--- src/rtl/scfg_pkg.sv ---
package scfg_pkg;
    // Field widths of the serial control word
    localparam int FRAME_W = 6;
    localparam int ADDR_W  = 6;
    localparam int CODE_W  = 3;
    localparam int NUM_OUT = 4;
    // Forwarding pipe depth (must be at least ADDR_W)
    localparam int FWD_LAT = 7;

    localparam logic [FRAME_W-1:0] WR_FRAME = 6'b011111;
    localparam logic [FRAME_W-1:0] RD_FRAME = 6'b011110;

    localparam int CODE_BITS = NUM_OUT * CODE_W;
    localparam int HDR_W     = FRAME_W + 2 * ADDR_W;
    localparam int WORD_W    = HDR_W + CODE_BITS;
    localparam int CNT_W     = $clog2(WORD_W + 1);
endpackage

--- src/rtl/scfg_tracker.sv ---
// Watches the serial stream, tracks position inside a word and raises
// per-edge strobes for address rewriting, read insertion and capture.
module scfg_tracker
    import scfg_pkg::*;
#(
    parameter int               FRM_W  = FRAME_W,
    parameter int               ADR_W  = ADDR_W,
    parameter int               CBITS  = CODE_BITS,
    parameter logic [FRM_W-1:0] WR_PAT = WR_FRAME,
    parameter logic [FRM_W-1:0] RD_PAT = RD_FRAME
) (
    input  logic                             clk,
    input  logic                             rst_n,
    input  logic                             si_i,
    output logic                             row_done_o,
    output logic                             col_done_o,
    output logic                             ins_en_o,
    output logic [$clog2(CBITS)-1:0]         ins_idx_o,
    output logic                             cap_o,
    output logic [CBITS-1:0]                 codes_o,
    output logic                             busy_o,
    output logic [$clog2(FRM_W+2*ADR_W+CBITS+1)-1:0] cnt_o
);
    localparam int HDR    = FRM_W + 2 * ADR_W;
    localparam int WORD   = HDR + CBITS;
    localparam int CW     = $clog2(WORD + 1);
    localparam int IDX_W  = $clog2(CBITS);
    localparam int WIN_A  = (2 * ADR_W > CBITS) ? 2 * ADR_W : CBITS;
    localparam int WIN_W  = (WIN_A > FRM_W) ? WIN_A : FRM_W;

    typedef struct packed {
        logic [WIN_W-1:0] win;
        logic             busy;
        logic             rd;
        logic             hit;
        logic [CW-1:0]    cnt;
    } trk_t;

    trk_t st_q, st_d;
    logic [WIN_W-1:0] win_n;

    always_comb begin
        st_d       = st_q;
        win_n      = {st_q.win[WIN_W-2:0], si_i};
        st_d.win   = win_n;
        row_done_o = 1'b0;
        col_done_o = 1'b0;
        ins_en_o   = 1'b0;
        ins_idx_o  = '0;
        cap_o      = 1'b0;
        if (st_q.busy) begin
            st_d.cnt = st_q.cnt + 1'b1;
            if (st_d.cnt == CW'(FRM_W + ADR_W))
                row_done_o = 1'b1;
            if (st_d.cnt == CW'(HDR)) begin
                col_done_o = 1'b1;
                st_d.hit   = (win_n[2*ADR_W-1:0] == '0);
            end
            if (st_d.cnt > CW'(HDR)) begin
                ins_en_o  = st_q.rd && st_q.hit;
                ins_idx_o = IDX_W'(WORD - int'(st_d.cnt));
            end
            if (st_d.cnt == CW'(WORD)) begin
                st_d.busy = 1'b0;
                cap_o     = !st_q.rd && st_q.hit;
            end
        end else begin
            st_d.cnt = '0;
            st_d.hit = 1'b0;
            if (win_n[FRM_W-1:0] == WR_PAT || win_n[FRM_W-1:0] == RD_PAT) begin
                st_d.busy = 1'b1;
                st_d.rd   = (win_n[FRM_W-1:0] == RD_PAT);
                st_d.cnt  = CW'(FRM_W);
            end
        end
    end

    always_ff @(posedge clk or negedge rst_n) begin
        if (!rst_n) st_q <= '0;
        else        st_q <= st_d;
    end

    assign codes_o = win_n[CBITS-1:0];
    assign busy_o  = st_q.busy;
    assign cnt_o   = st_q.cnt;
endmodule

--- src/rtl/scfg_fwd_line.sv ---
// Fixed-depth forwarding pipe; an address field is decremented in place
// on the edge at which its last bit enters.
module scfg_fwd_line #(
    parameter int LAT   = scfg_pkg::FWD_LAT,
    parameter int ADR_W = scfg_pkg::ADDR_W
) (
    input  logic clk,
    input  logic rst_n,
    input  logic bit_i,
    input  logic dec_i,
    output logic so_o
);
    logic [LAT-1:0] line_q, line_d;

    always_comb begin
        line_d = {line_q[LAT-2:0], bit_i};
        if (dec_i)
            line_d[ADR_W-1:0] = line_d[ADR_W-1:0] - 1'b1;
    end

    always_ff @(posedge clk or negedge rst_n) begin
        if (!rst_n) line_q <= '0;
        else        line_q <= line_d;
    end

    assign so_o = line_q[LAT-1];
endmodule

--- src/rtl/scfg_cfg_regs.sv ---
// Holding register filled by matching writes, active register filled by load.
module scfg_cfg_regs #(
    parameter int CBITS = scfg_pkg::CODE_BITS
) (
    input  logic             clk,
    input  logic             rst_n,
    input  logic             cap_i,
    input  logic [CBITS-1:0] codes_i,
    input  logic             load_i,
    output logic [CBITS-1:0] cfg_o
);
    typedef struct packed {
        logic [CBITS-1:0] hold;
        logic [CBITS-1:0] act;
    } regs_t;

    regs_t r_q, r_d;

    always_comb begin
        r_d = r_q;
        if (cap_i)  r_d.hold = codes_i;
        if (load_i) r_d.act  = r_q.hold;
    end

    always_ff @(posedge clk or negedge rst_n) begin
        if (!rst_n) r_q <= '0;
        else        r_q <= r_d;
    end

    assign cfg_o = r_q.act;
endmodule

--- src/rtl/scfg_serial_port.sv ---
module scfg_serial_port
    import scfg_pkg::*;
(
    input  logic                 clk,
    input  logic                 rst_n,
    input  logic                 ser_i,
    input  logic                 load_i,
    output logic                 row_so,
    output logic                 col_so,
    output logic [CODE_BITS-1:0] cfg_o
);
    localparam int IDX_W  = $clog2(CODE_BITS);
    localparam int N_PATH = 2;   // path 0: row chain, path 1: column chain

    logic             row_done, col_done, ins_en, cap;
    logic [IDX_W-1:0] ins_idx;
    logic [CODE_BITS-1:0] codes;
    logic             trk_busy;
    logic [CNT_W-1:0] trk_cnt;
    logic             fwd_bit;
    logic [N_PATH-1:0] so_vec;

    scfg_tracker u_trk (
        .clk        (clk),
        .rst_n      (rst_n),
        .si_i       (ser_i),
        .row_done_o (row_done),
        .col_done_o (col_done),
        .ins_en_o   (ins_en),
        .ins_idx_o  (ins_idx),
        .cap_o      (cap),
        .codes_o    (codes),
        .busy_o     (trk_busy),
        .cnt_o      (trk_cnt)
    );

    // Read reply: substitute the active configuration bit as it enters
    assign fwd_bit = ins_en ? cfg_o[ins_idx] : ser_i;

    for (genvar gp = 0; gp < N_PATH; gp++) begin : g_path
        // Row chain rewrites the column field, column chain the row field
        logic dec_sel;
        assign dec_sel = (gp == 0) ? col_done : row_done;
        scfg_fwd_line u_line (
            .clk   (clk),
            .rst_n (rst_n),
            .bit_i (fwd_bit),
            .dec_i (dec_sel),
            .so_o  (so_vec[gp])
        );
    end

    assign row_so = so_vec[0];
    assign col_so = so_vec[1];

    scfg_cfg_regs u_regs (
        .clk     (clk),
        .rst_n   (rst_n),
        .cap_i   (cap),
        .codes_i (codes),
        .load_i  (load_i),
        .cfg_o   (cfg_o)
    );
endmodule

--- config.mk ---
export PLATFORM = sky130hd
export DESIGN_NAME = scfg_serial_port
export DESIGN_NICKNAME = d
export VERILOG_FILES = /design/src/rtl/scfg_pkg.sv /design/src/rtl/scfg_tracker.sv /design/src/rtl/scfg_fwd_line.sv /design/src/rtl/scfg_cfg_regs.sv /design/src/rtl/scfg_serial_port.sv
export SDC_FILE = /design/constraint.sdc
export NUM_CORES = 1
export LEC_CHECK = 0
export BUFFER_PORTS_ARGS = -buffer_cell sky130_fd_sc_hd__buf_4
export CORE_ASPECT_RATIO = 0.5
export CORE_MARGIN = 2
export CORE_UTILIZATION = 59
export DETAILED_ROUTE_END_ITERATION = 12
export PLACE_DENSITY_LB_ADDON = 0.15
export SLEW_MARGIN = 10
export SYNTH_ARGS = -nofsm -noshare
export SYNTH_HDL_FRONTEND = slang
export SYNTH_SLANG_ARGS = --single-unit
--- constraint.sdc ---
create_clock -name clk -period 3 [get_ports clk]
set_input_delay 0.45 -clock clk [delete_from_list [all_inputs] [get_ports clk]]
set_output_delay 0.45 -clock clk [all_outputs]
set_load 0.05 [all_outputs]
# Yosys cells after proc, flatten, opt, wreduce, memory -nomap -nowiden
# Index checks and enable logic that the tools add are counted.
[word_totals]
ff_bits = 57
out_inout_bits = 14
word_cells = 49
[op_classes]
addsub = 4
n_lt_le_gt_ge = 2
eq_ne = 6
muxes = 21
n_bitwise = 1
n_reduce_logical = 6
[ops]
columns = ["operator", "count"]
rows = [
  ["$mux 6", 3],
  ["$mux 1", 13],
  ["$eq 6x5->1 const B", 2],
  ["$logic_not 12->1", 1],
  ["$sub 6x1->6 const B", 2],
  ["$eq 5x5->1 const B", 2],
  ["$mux 4", 2],
  ["$add 5x1->5 const B", 1],
  ["$eq 5x4->1 const B", 1],
  ["$gt 5x5->1 const B", 1],
  ["$lt 4x5->1 const B", 1],
  ["$bmux 1 s4", 1],
  ["$sub 4x4->4 const A", 1],
  ["$mux 3", 1],
  ["$logic_and 1x1->1", 2],
  ["$mux 2", 1],
  ["$ne 2x2->1 const B", 1],
  ["$reduce_and 2->1", 1],
  ["$logic_not 1->1", 1],
  ["$logic_or 1x1->1", 1],
  ["$not 1->1", 1],
]

# Longest topological paths before layout
# Gate-level depths: netlist of run 1.
[depth]
word_depth = 9
ltp_mapped = 12
depth_no_buf = 11

# Cells and area by module
# From an unflattened synthesis of run 1, not the netlist that was laid out.
[unflattened]
cells_unflattened = 205
area_unflattened_um2 = 2731.4
[modules_own_cells]
columns = ["mod", "n_inst", "cells_per_inst", "area_each_um2"]
rows = [
  ["scfg_cfg_regs", 1, 62, 1058.5],
  ["scfg_tracker", 1, 89, 955.9],
  ["scfg_fwd_line", 2, 21, 291.5],
  ["scfg_serial_port", 1, 12, 133.9],
]

# Worst setup path after synthesis of run 1
# No wires, ideal clock.
[synth_path]
path_type = "register to register"
from = "register u_trk.st_q (netlist bit u_trk.cnt_o[0])"
to = "register g_path[0].u_line.line_q[4]"
setup_time_ns = 0.133
t_arrival_ns = 2.375
required_ns = 2.867
path_slack_ns = 0.492
stages_incl_launch_ff = 10
path_cell_list = "dfrtp_1 ha_1 clkbuf_2 o311ai_0 a2111o_1 nor4b_2 nor2_2 ha_1 nor3b_1 xor2_1"
[synth_between]
elab_chain_cells = 9
word_cells_on_any_way = 15
classes_between = "3 x add/sub; 1 x order compare; 1 x eq/ne; 10 x mux"
[synth_rtl]
columns = ["element", "line", "source"]
rows = [
  ["start: declaration", "scfg_tracker.sv:39", "trk_t st_q, st_d;"],
  ["start signal: assignment", "scfg_tracker.sv:80", "else st_q <= st_d;"],
  ["$add 5x1->5 (*)", "scfg_tracker.sv:52", "st_d.cnt = st_q.cnt + 1'b1;"],
  ["$sub 4x4->4 or $gt 5x5->1 (tied branches)", "scfg_tracker.sv:61, scfg_tracker.sv:59", ""],
  ["$mux 4", "scfg_tracker.sv:59", "if (st_d.cnt > CW'(HDR)) begin"],
  ["$mux 4", "scfg_tracker.sv:51", "if (st_q.busy) begin"],
  ["$bmux 1 s4", "scfg_serial_port.sv:38", "assign fwd_bit = ins_en ? cfg_o[ins_idx] : ser_i;"],
  ["$mux 1 (not written as such)", "scfg_serial_port.sv:38", ""],
  ["$mux 1", "scfg_serial_port.sv:38", ""],
  ["$sub 6x1->6", "scfg_fwd_line.sv:18", "line_d[ADR_W-1:0] = line_d[ADR_W-1:0] - 1'b1;"],
  ["$mux 6 (*)", "scfg_fwd_line.sv:17", "if (dec_i)"],
  ["named net g_path[0].u_line.line_d[4]", "scfg_fwd_line.sv:13", "logic [LAT-1:0] line_q, line_d;"],
  ["end signal: assignment", "scfg_fwd_line.sv:23", "else line_q <= line_d;"],
  ["end: declaration", "scfg_fwd_line.sv:13", ""],
]
# Mark *: on every way through the listed nets, which the timed path passes. The rest lies on a longest branch. The select of a mux whose other input is x is not followed.
# A chain may end at the register's enable or synchronous reset.

# Worst setup path after layout of run 1
# Same ends and word-level chain as after synthesis.

==> impl_metrics.json, run 1 <==
{
  "status": "completed",
  "antenna_found_initial": 0,
  "drive_above_1_share_pct": 31.8,
  "n_antenna_cell": 0,
  "clkSinkCount": 57,
  "core_area_sq_mm": 0.00404,
  "final_cells": 271,
  "min_period_over_period_pct": 91.5,
  "synth-compound-area-share_pct": 5.95,
  "maxSlewHeadroom_pct": 53.4,
  "wl_um": 4620,
  "overflow": 0,
  "yosys.area_share.simple_pct": 12.4,
  "die_w_um": 97.2,
  "synth_area_sq_mm": 0.00256,
  "powerDensity_mw_per_mm2": 691,
  "die_area_sq_mm": 0.00492,
  "yosys-top-cells-area": "dfrtp_1 56%, mux2_2 11%, buf_4 3.5%, ha_1 2.9%, xnor2_1 2.0%",
  "fmax_mhz": 364,
  "slew_violations": 0,
  "async_flop_share_pct": 100,
  "cts_setup_buffers": 0,
  "synth-edff-count": 0,
  "power_leakage_uw": 0.00135,
  "synth.avg_cell_area_sq_um": 12.9,
  "ant_nets": 0,
  "peakVddDrop_uv": 406,
  "root_buffer": "clkbuf_8",
  "grt_first_pass_wirelength_um": 7870,
  "dpl-instance-area_sq_mm": 0.00266,
  "hold_path.class": "in -> async",
  "path_buf_inv": 0,
  "cts_buffer_depth": 2,
  "clk_pin_slew_worst_paths_ns": 0.07,
  "synth-xor-area-share_pct": 4.68,
  "synth.most_common_cell": "dfrtp_1",
  "r2r_slack_ns": 0.26,
  "holdBufCountCts": 0,
  "drc": 0,
  "synth_fa_ha_area_share_pct": 2.93,
  "cts_inserted_buffers": 9,
  "fill_cells": 291,
  "synthFlopType": "dfrtp_1",
  "end_kind": "flip-flop",
  "synth.top_cell.area_share_pct": 55.6,
  "comb_power_share_pct": 17.2,
  "drt-initial-drc-count": 94,
  "hold_violations": 0,
  "power_frac_clock_pct": 39.3,
  "fin_tns_setup_ns": 0,
  "critPathKind": "reg -> reg",
  "slowest_delay_ns": 0.47,
  "finalCriticalPeriod_ns": 2.74,
  "hpwl_um": 3210,
  "path_common_cell": "ha_1",
  "track_usage_pct": 21.9,
  "p_sw_uw": 562,
  "syn_inst": 199,
  "synth_mux_area_share_pct": 12.6,
  "finalSetupViolCount": 0,
  "cts.repair.resized": 0,
  "p_int_uw": 1430,
  "path_max_fanout": 9,
  "initial_core_util_pct": 63.4,
  "viasPerCell": 5.56,
  "dp.cells": 256,
  "seq_area_frac_synth_pct": 55.6,
  "port_buffers": 17,
  "synth_area_leader_cell": "dfrtp_1",
  "syn-num-nets": 209,
  "crit_required_ns": 3.21,
  "worstSetupStartpointType": "flip-flop",
  "crit_family": "compound AO/OA/AOI/OAI gates",
  "finalCoreUtilization_pct": 71.3,
  "ys_seq_elements": 57,
  "grt_max_degree": 58,
  "ys_top_cells_by_count": "57 x dfrtp_1, 24 x mux2_2, 12 x buf_4, 12 x nor2_1",
  "vias": 1508,
  "sequentialPowerShare_pct": 43.5,
  "skew_ns": 0.00860,
  "synth_top_family_by_area": "multiplexers",
  "ys_warn_count": 0,
  "final_cell_area_sq_mm": 0.00288,
  "die_y_um": 50.6,
  "gp_congestion": 0.894,
  "worstMarginPinSlew_ns": 0.699,
  "crit_slowest_cell": "dfrtp_1",
  "arrival_ns": 2.95,
  "yosysUniqueCellTypes": 48,
  "p_sw_share_pct": 28.2,
  "htree_levels": 3,
  "grt_setup_unrepaired": "false",
  "syn_to_final_growth_pct": 12.3,
  "dr.pass1.iters": 4,
  "ios": 18,
  "wire_per_inst_um": 17.0,
  "nets": 223,
  "maxCapViolations": 0,
  "clk_latency_ns": 0.34,
  "cts_tree": "yes",
  "first_global_vias": 1526,
  "path_cells": "ha_1 -> nor2_1 -> a221oi_1 -> o41ai_1 -> a41o_1 -> nor2_2 -> ha_1 -> nor3b_1 -> xor2_1",
  "rows": 16
}
==> layout make-up <==
class | instances | area, sq um | share of cell area (%)
Inverter | 8 | 30.0 | 1.04
Clock inverter | 5 | 80.1 | 2.78
Timing Repair Buffer | 20 | 150 | 5.21
Sequential cell | 57 | 1430 | 49.5
Multi-Input combinational cell | 117 | 990 | 34.3
Tap cell | 54 | 67.6 | 2.34
Clock buffer | 10 | 138 | 4.78
==> flip-flops by register name, summed over array words and instances (netlist names) <==
name	cells
u_regs.r_q	12
u_regs.cfg_o	12
u_trk.cnt_o	5
u_trk.st_q	2
g_path.u_line.line_q	14
u_trk.codes_o	11
u_trk.busy_o	1
==> worst reg2reg max path, delay by kind of cell (launching register included) <==
family	cells	cell delay, ns
AOI/OAI and AO/OA	3	0.85
xor gates and xnor gates	1	0.14
adders and majority gates	2	0.68
DFF	1	0.47
and+or+nand+nor	3	0.47
==> kinds of logic (layout without fill, tap and decap cells) <==
family                     count (synthesis)  count (layout)
buffers and inverters                     25              43
DFF                                       57              57
xor gates and xnor gates                  12              12
muxes                                     28              28
AOI/OAI and AO/OA                         19              19
and+or+nand+nor                           52              52
adders and majority gates                  6               6
==> power by group through the flow <==
stage                     registers [uW]  clock network [uW]  logic [uW]
after floorplan                      868                   0         268
after global placement               876                   0         338
after detailed placement             879                   0         339
after CTS                            865                 794         342
after global routing                 874                 838         381
final                                867                 782         343
==> path summary, 6_finish.rpt <==
path	start	to	cells after the start
worst max-delay path	u_trk.cnt_o[0]	g_path[0].u_line.line_q[4]	9
worst min-delay path	rst_n	g_path[1].u_line.line_q[1]	1
worst max register to register	u_trk.cnt_o[0]	g_path[0].u_line.line_q[4]	9
worst min register to register	g_path[0].u_line.line_q[5]	g_path[0].u_line.line_q[6]	0
max in group asynchronous	rst_n	u_regs.r_q[18]	1
min in group clk	ser_i	u_trk.codes_o[1]	1
==> metal layers <==
metal  wire [um]  vias to the layer above  global-route usage [%]
li1            -                      720                       -
met1        2410                      763                    30.3
met2        1990                       17                    31.5
met3         164                        8                    9.19
met4          53                        0                    7.18
met5           0                        -                       0
==> metrics by stage <==
| step | setup slack, ns | power, uW | hold WS [ns] |
|---|---|---|---|
| 6_report | 0.256 | 1990 | 0.155 |
| 5_1_grt | 0.0125 | 2090 | 0.206 |
| 4_1_cts | 0.274 | 2000 | 0.175 |
| 3_5_place_dp | 0.313 | 1220 | 0.340 |
| 3_3_place_gp | 0.376 | 1210 | 0.334 |
| 2_1_floorplan | 0.492 | 1140 | 0.154 |
==> cells in the final DEF (no fill, tap or decap), drive strengths merged, types with 2 or more instances in the layout <==
cell	Yosys	final
xor2	6	6
buf	15	20
o21ai	5	5
nor3	5	5
clkbuf	2	10
nand3b	4	4
nor4b	2	2
nand2	8	8
ha	6	6
and2	2	2
mux2	25	25
clkinvlp	0	2
bufinv	0	2
nand3	4	4
dfrtp	57	57
inv	8	8
mux2i	2	2
nor2	13	13
o41ai	2	2
nor4	5	5
xnor2	6	6
a21oi	3	3
Note: power is estimated with default switching activity, not from simulation.
==> run 2, diff against run 1 <==
--- a/config.mk
+++ b/config.mk
@@ -8,10 +8,12 @@
 export BUFFER_PORTS_ARGS = -buffer_cell sky130_fd_sc_hd__buf_4
 export CORE_ASPECT_RATIO = 0.5
 export CORE_MARGIN = 2
-export CORE_UTILIZATION = 59
+export CORE_UTILIZATION = 60
 export DETAILED_ROUTE_END_ITERATION = 12
+export HOLD_SLACK_MARGIN = 0.02
 export PLACE_DENSITY_LB_ADDON = 0.15
 export SLEW_MARGIN = 10
 export SYNTH_ARGS = -nofsm -noshare
 export SYNTH_HDL_FRONTEND = slang
+export SYNTH_HIERARCHICAL = 1
 export SYNTH_SLANG_ARGS = --single-unit
==> impl_metrics.json, run 2 <==
{
  "status": "finished, violations left",
  "violations": "negative setup slack",
  "ys_warn_count": 6,
  "track_usage_pct": 23.5,
  "initial_core_util_pct": 61.8,
  "final_cell_mix": "55 x dfrtp_1, 42 x buf_4, 20 x mux2_4, 9 x inv_1, 9 x clkbuf_8",
  "critPathKind": "reg -> reg",
  "hold_path.class": "in -> async",
  "slowest_delay_ns": 0.55,
  "power_leakage_uw": 0.00159,
  "cts_inserted_buffers": 9,
  "ant_nets": 0,
  "viasPerCell": 5.40,
  "peakVddDrop_uv": 379,
  "path_buf_inv": 2,
  "r2r-end": "g_path[1].u_line/line_q[4]",
  "skew_ns": 0.00820,
  "hold_slack_ns": 0.169,
  "hpwl_um": 3300,
  "worstSetupStartpointType": "flip-flop",
  "largest-register": "g_path.u_line/line_q",
  "busiest_layer": "met2",
  "maxSlewHeadroom_pct": 53.7,
  "cts_buffer_depth": 2,
  "die_area_sq_mm": 0.00507,
  "p_total_uw": 2010,
  "rows": 17,
  "fmax_mhz": 321,
  "die_y_um": 51.4,
  "synth_area_sq_mm": 0.00269,
  "powerDensity_mw_per_mm2": 597,
  "antenna_found_initial": 0,
  "slew_violations": 0,
  "drt-initial-drc-count": 84,
  "path_max_fanout": 5,
  "hold_violations": 0,
  "vias": 1588,
  "wire_per_inst_um": 17.7,
  "first_global_vias": 1675,
  "min_period_over_period_pct": 104,
  "overflow": 0,
  "drive_above_1_share_pct": 52.7,
  "reg2reg_depth": 14,
  "grt_setup_unrepaired": "true",
  "wl_um": 5200,
  "die_w_um": 98.8,
  "setup_ws_ns": -0.117,
  "maxCapViolations": 0,
  "arrival_ns": 3.32,
  "clkSinkCount": 57,
  "finalSetupViolCount": 4,
  "end_kind": "flip-flop",
  "syn_inst": 200,
  "grt.met3_usage_pct": 7.11,
  "drc": 0,
  "grt_first_pass_wirelength_um": 8700,
  "cts_tree": "yes",
  "syn_to_final_growth_pct": 25.2,
  "core_area_sq_mm": 0.00436,
  "dr.pass1.iters": 4,
  "clk_pin_slew_worst_paths_ns": 0.07,
  "crit_slowest_cell": "o41ai_4",
  "largest_reg_flops": 14,
  "path_cells": "buf_6 -> ha_4 -> nand2_4 -> xnor2_4 -> or4_4 -> a21oi_4 -> mux4_2 -> nor2b_2 -> o41ai_4 -> inv_1 -> ha_4 -> nand2_4 -> nor3_2 -> xor2_1",
  "clk_latency_ns": 0.33,
  "fill_cells": 267,
  "ios": 18,
  "r2r_slack_ns": -0.12,
  "gp_congestion": 0.842,
  "htree_levels": 3,
  "grt_max_degree": 58,
  "finalCriticalPeriod_ns": 3.12,
  "port_buffers": 17,
  "syn-num-nets": 210,
  "grt_use_met1_pct": 32.3,
  "synth.avg_cell_area_sq_um": 13.5,
  "root_buffer": "clkbuf_8",
  "worstMarginPinSlew_ns": 0.694,
  "nets": 242,
  "crit_required_ns": 3.21,
  "n_antenna_cell": 0,
  "final_common_cell": "dfrtp_1",
  "rr_startpoint": "u_trk/cnt_o[1]",
  "holdBufCountCts": 0,
  "grt.met2_usage_pct": 35.0,
  "crit_family": "simple AND/OR/NAND/NOR gates"
}
[run 2: per-layer routing]
layer | vias to the layer above | wire length, um
met5 | - | 0
met4 | 0 | 120
met3 | 12 | 216
met2 | 36 | 2480
met1 | 801 | 2390
li1 | 739 | -
[run 2: worst max-delay path by stage]
stage | startpoint | end | slack, ns | depth (start not counted)
final | u_trk/cnt_o[1] | g_path[1].u_line/line_q[4] | -0.12 | 14
after global routing | u_trk/cnt_o[1] | g_path[0].u_line/line_q[5] | -0.28 | 13
after CTS | u_trk/cnt_o[1] | g_path[1].u_line/line_q[4] | -0.15 | 13
after detailed placement | u_trk/cnt_o[1] | g_path[1].u_line/line_q[4] | -0.25 | 13
after global placement | u_trk/cnt_o[1] | g_path[1].u_line/line_q[4] | -0.17 | 13
after floorplan | u_trk/cnt_o[2] | g_path[1].u_line/line_q[4] | 0.00007 | 13
[run 2: per-stage QoR]
step           std cells  TNS (ns)  utilization, %  cell area (sq um)  setup slack (ns)
2_1_floorplan        200         0               -               2760         0.0000704
3_3_place_gp         267    -0.767            66.5               2900            -0.166
3_5_place_dp         267     -1.19            66.5               2900            -0.250
4_1_cts              287    -0.679            74.3               3240            -0.149
5_1_grt              294     -2.00            77.4               3370            -0.282
6_report             294    -0.307            77.4               3370            -0.117
[run 2: what timing repair did]
| item | in CTS | in global routing |
|---|---|---|
| endpoints found under the setup margin | 10 | 11 |
| pin swaps | 7 | 8 |
| buffers inserted | 4 | 7 |
| resized for setup | 18 | 18 |
[run 2: worst reg2reg max path: stages, from the launching register on]
cell,delay (ns)
dfrtp_2,0.43
buf_6,0.13
ha_4,0.16
nand2_4,0.09
xnor2_4,0.08
or4_4,0.52
a21oi_4,0.16
mux4_2,0.20
nor2b_2,0.05
o41ai_4,0.55
inv_1,0.17
ha_4,0.21
nand2_4,0.07
nor3_2,0.04
xor2_1,0.15
[run 2: cell type report]
| cell class | count | area [sq um] | share of cell area, % |
|---|---|---|---|
| multi-input cells | 108 | 1280 | 37.9 |
| inverters | 9 | 33.8 | 1.00 |
| clock inverters | 4 | 45.0 | 1.34 |
| clock buffers | 12 | 135 | 4.01 |
| flip-flops and latches | 57 | 1430 | 42.4 |
| repair buffers | 47 | 380 | 11.3 |
| well taps | 57 | 71.3 | 2.11 |
[run 2: power by group]
group / switching (uW) / internal, uW / total (uW)
Clock: 284 / 380 / 664
Combinational: 236 / 245 / 481
Sequential: 55.4 / 814 / 870
Total: 575 / 1440 / 2010
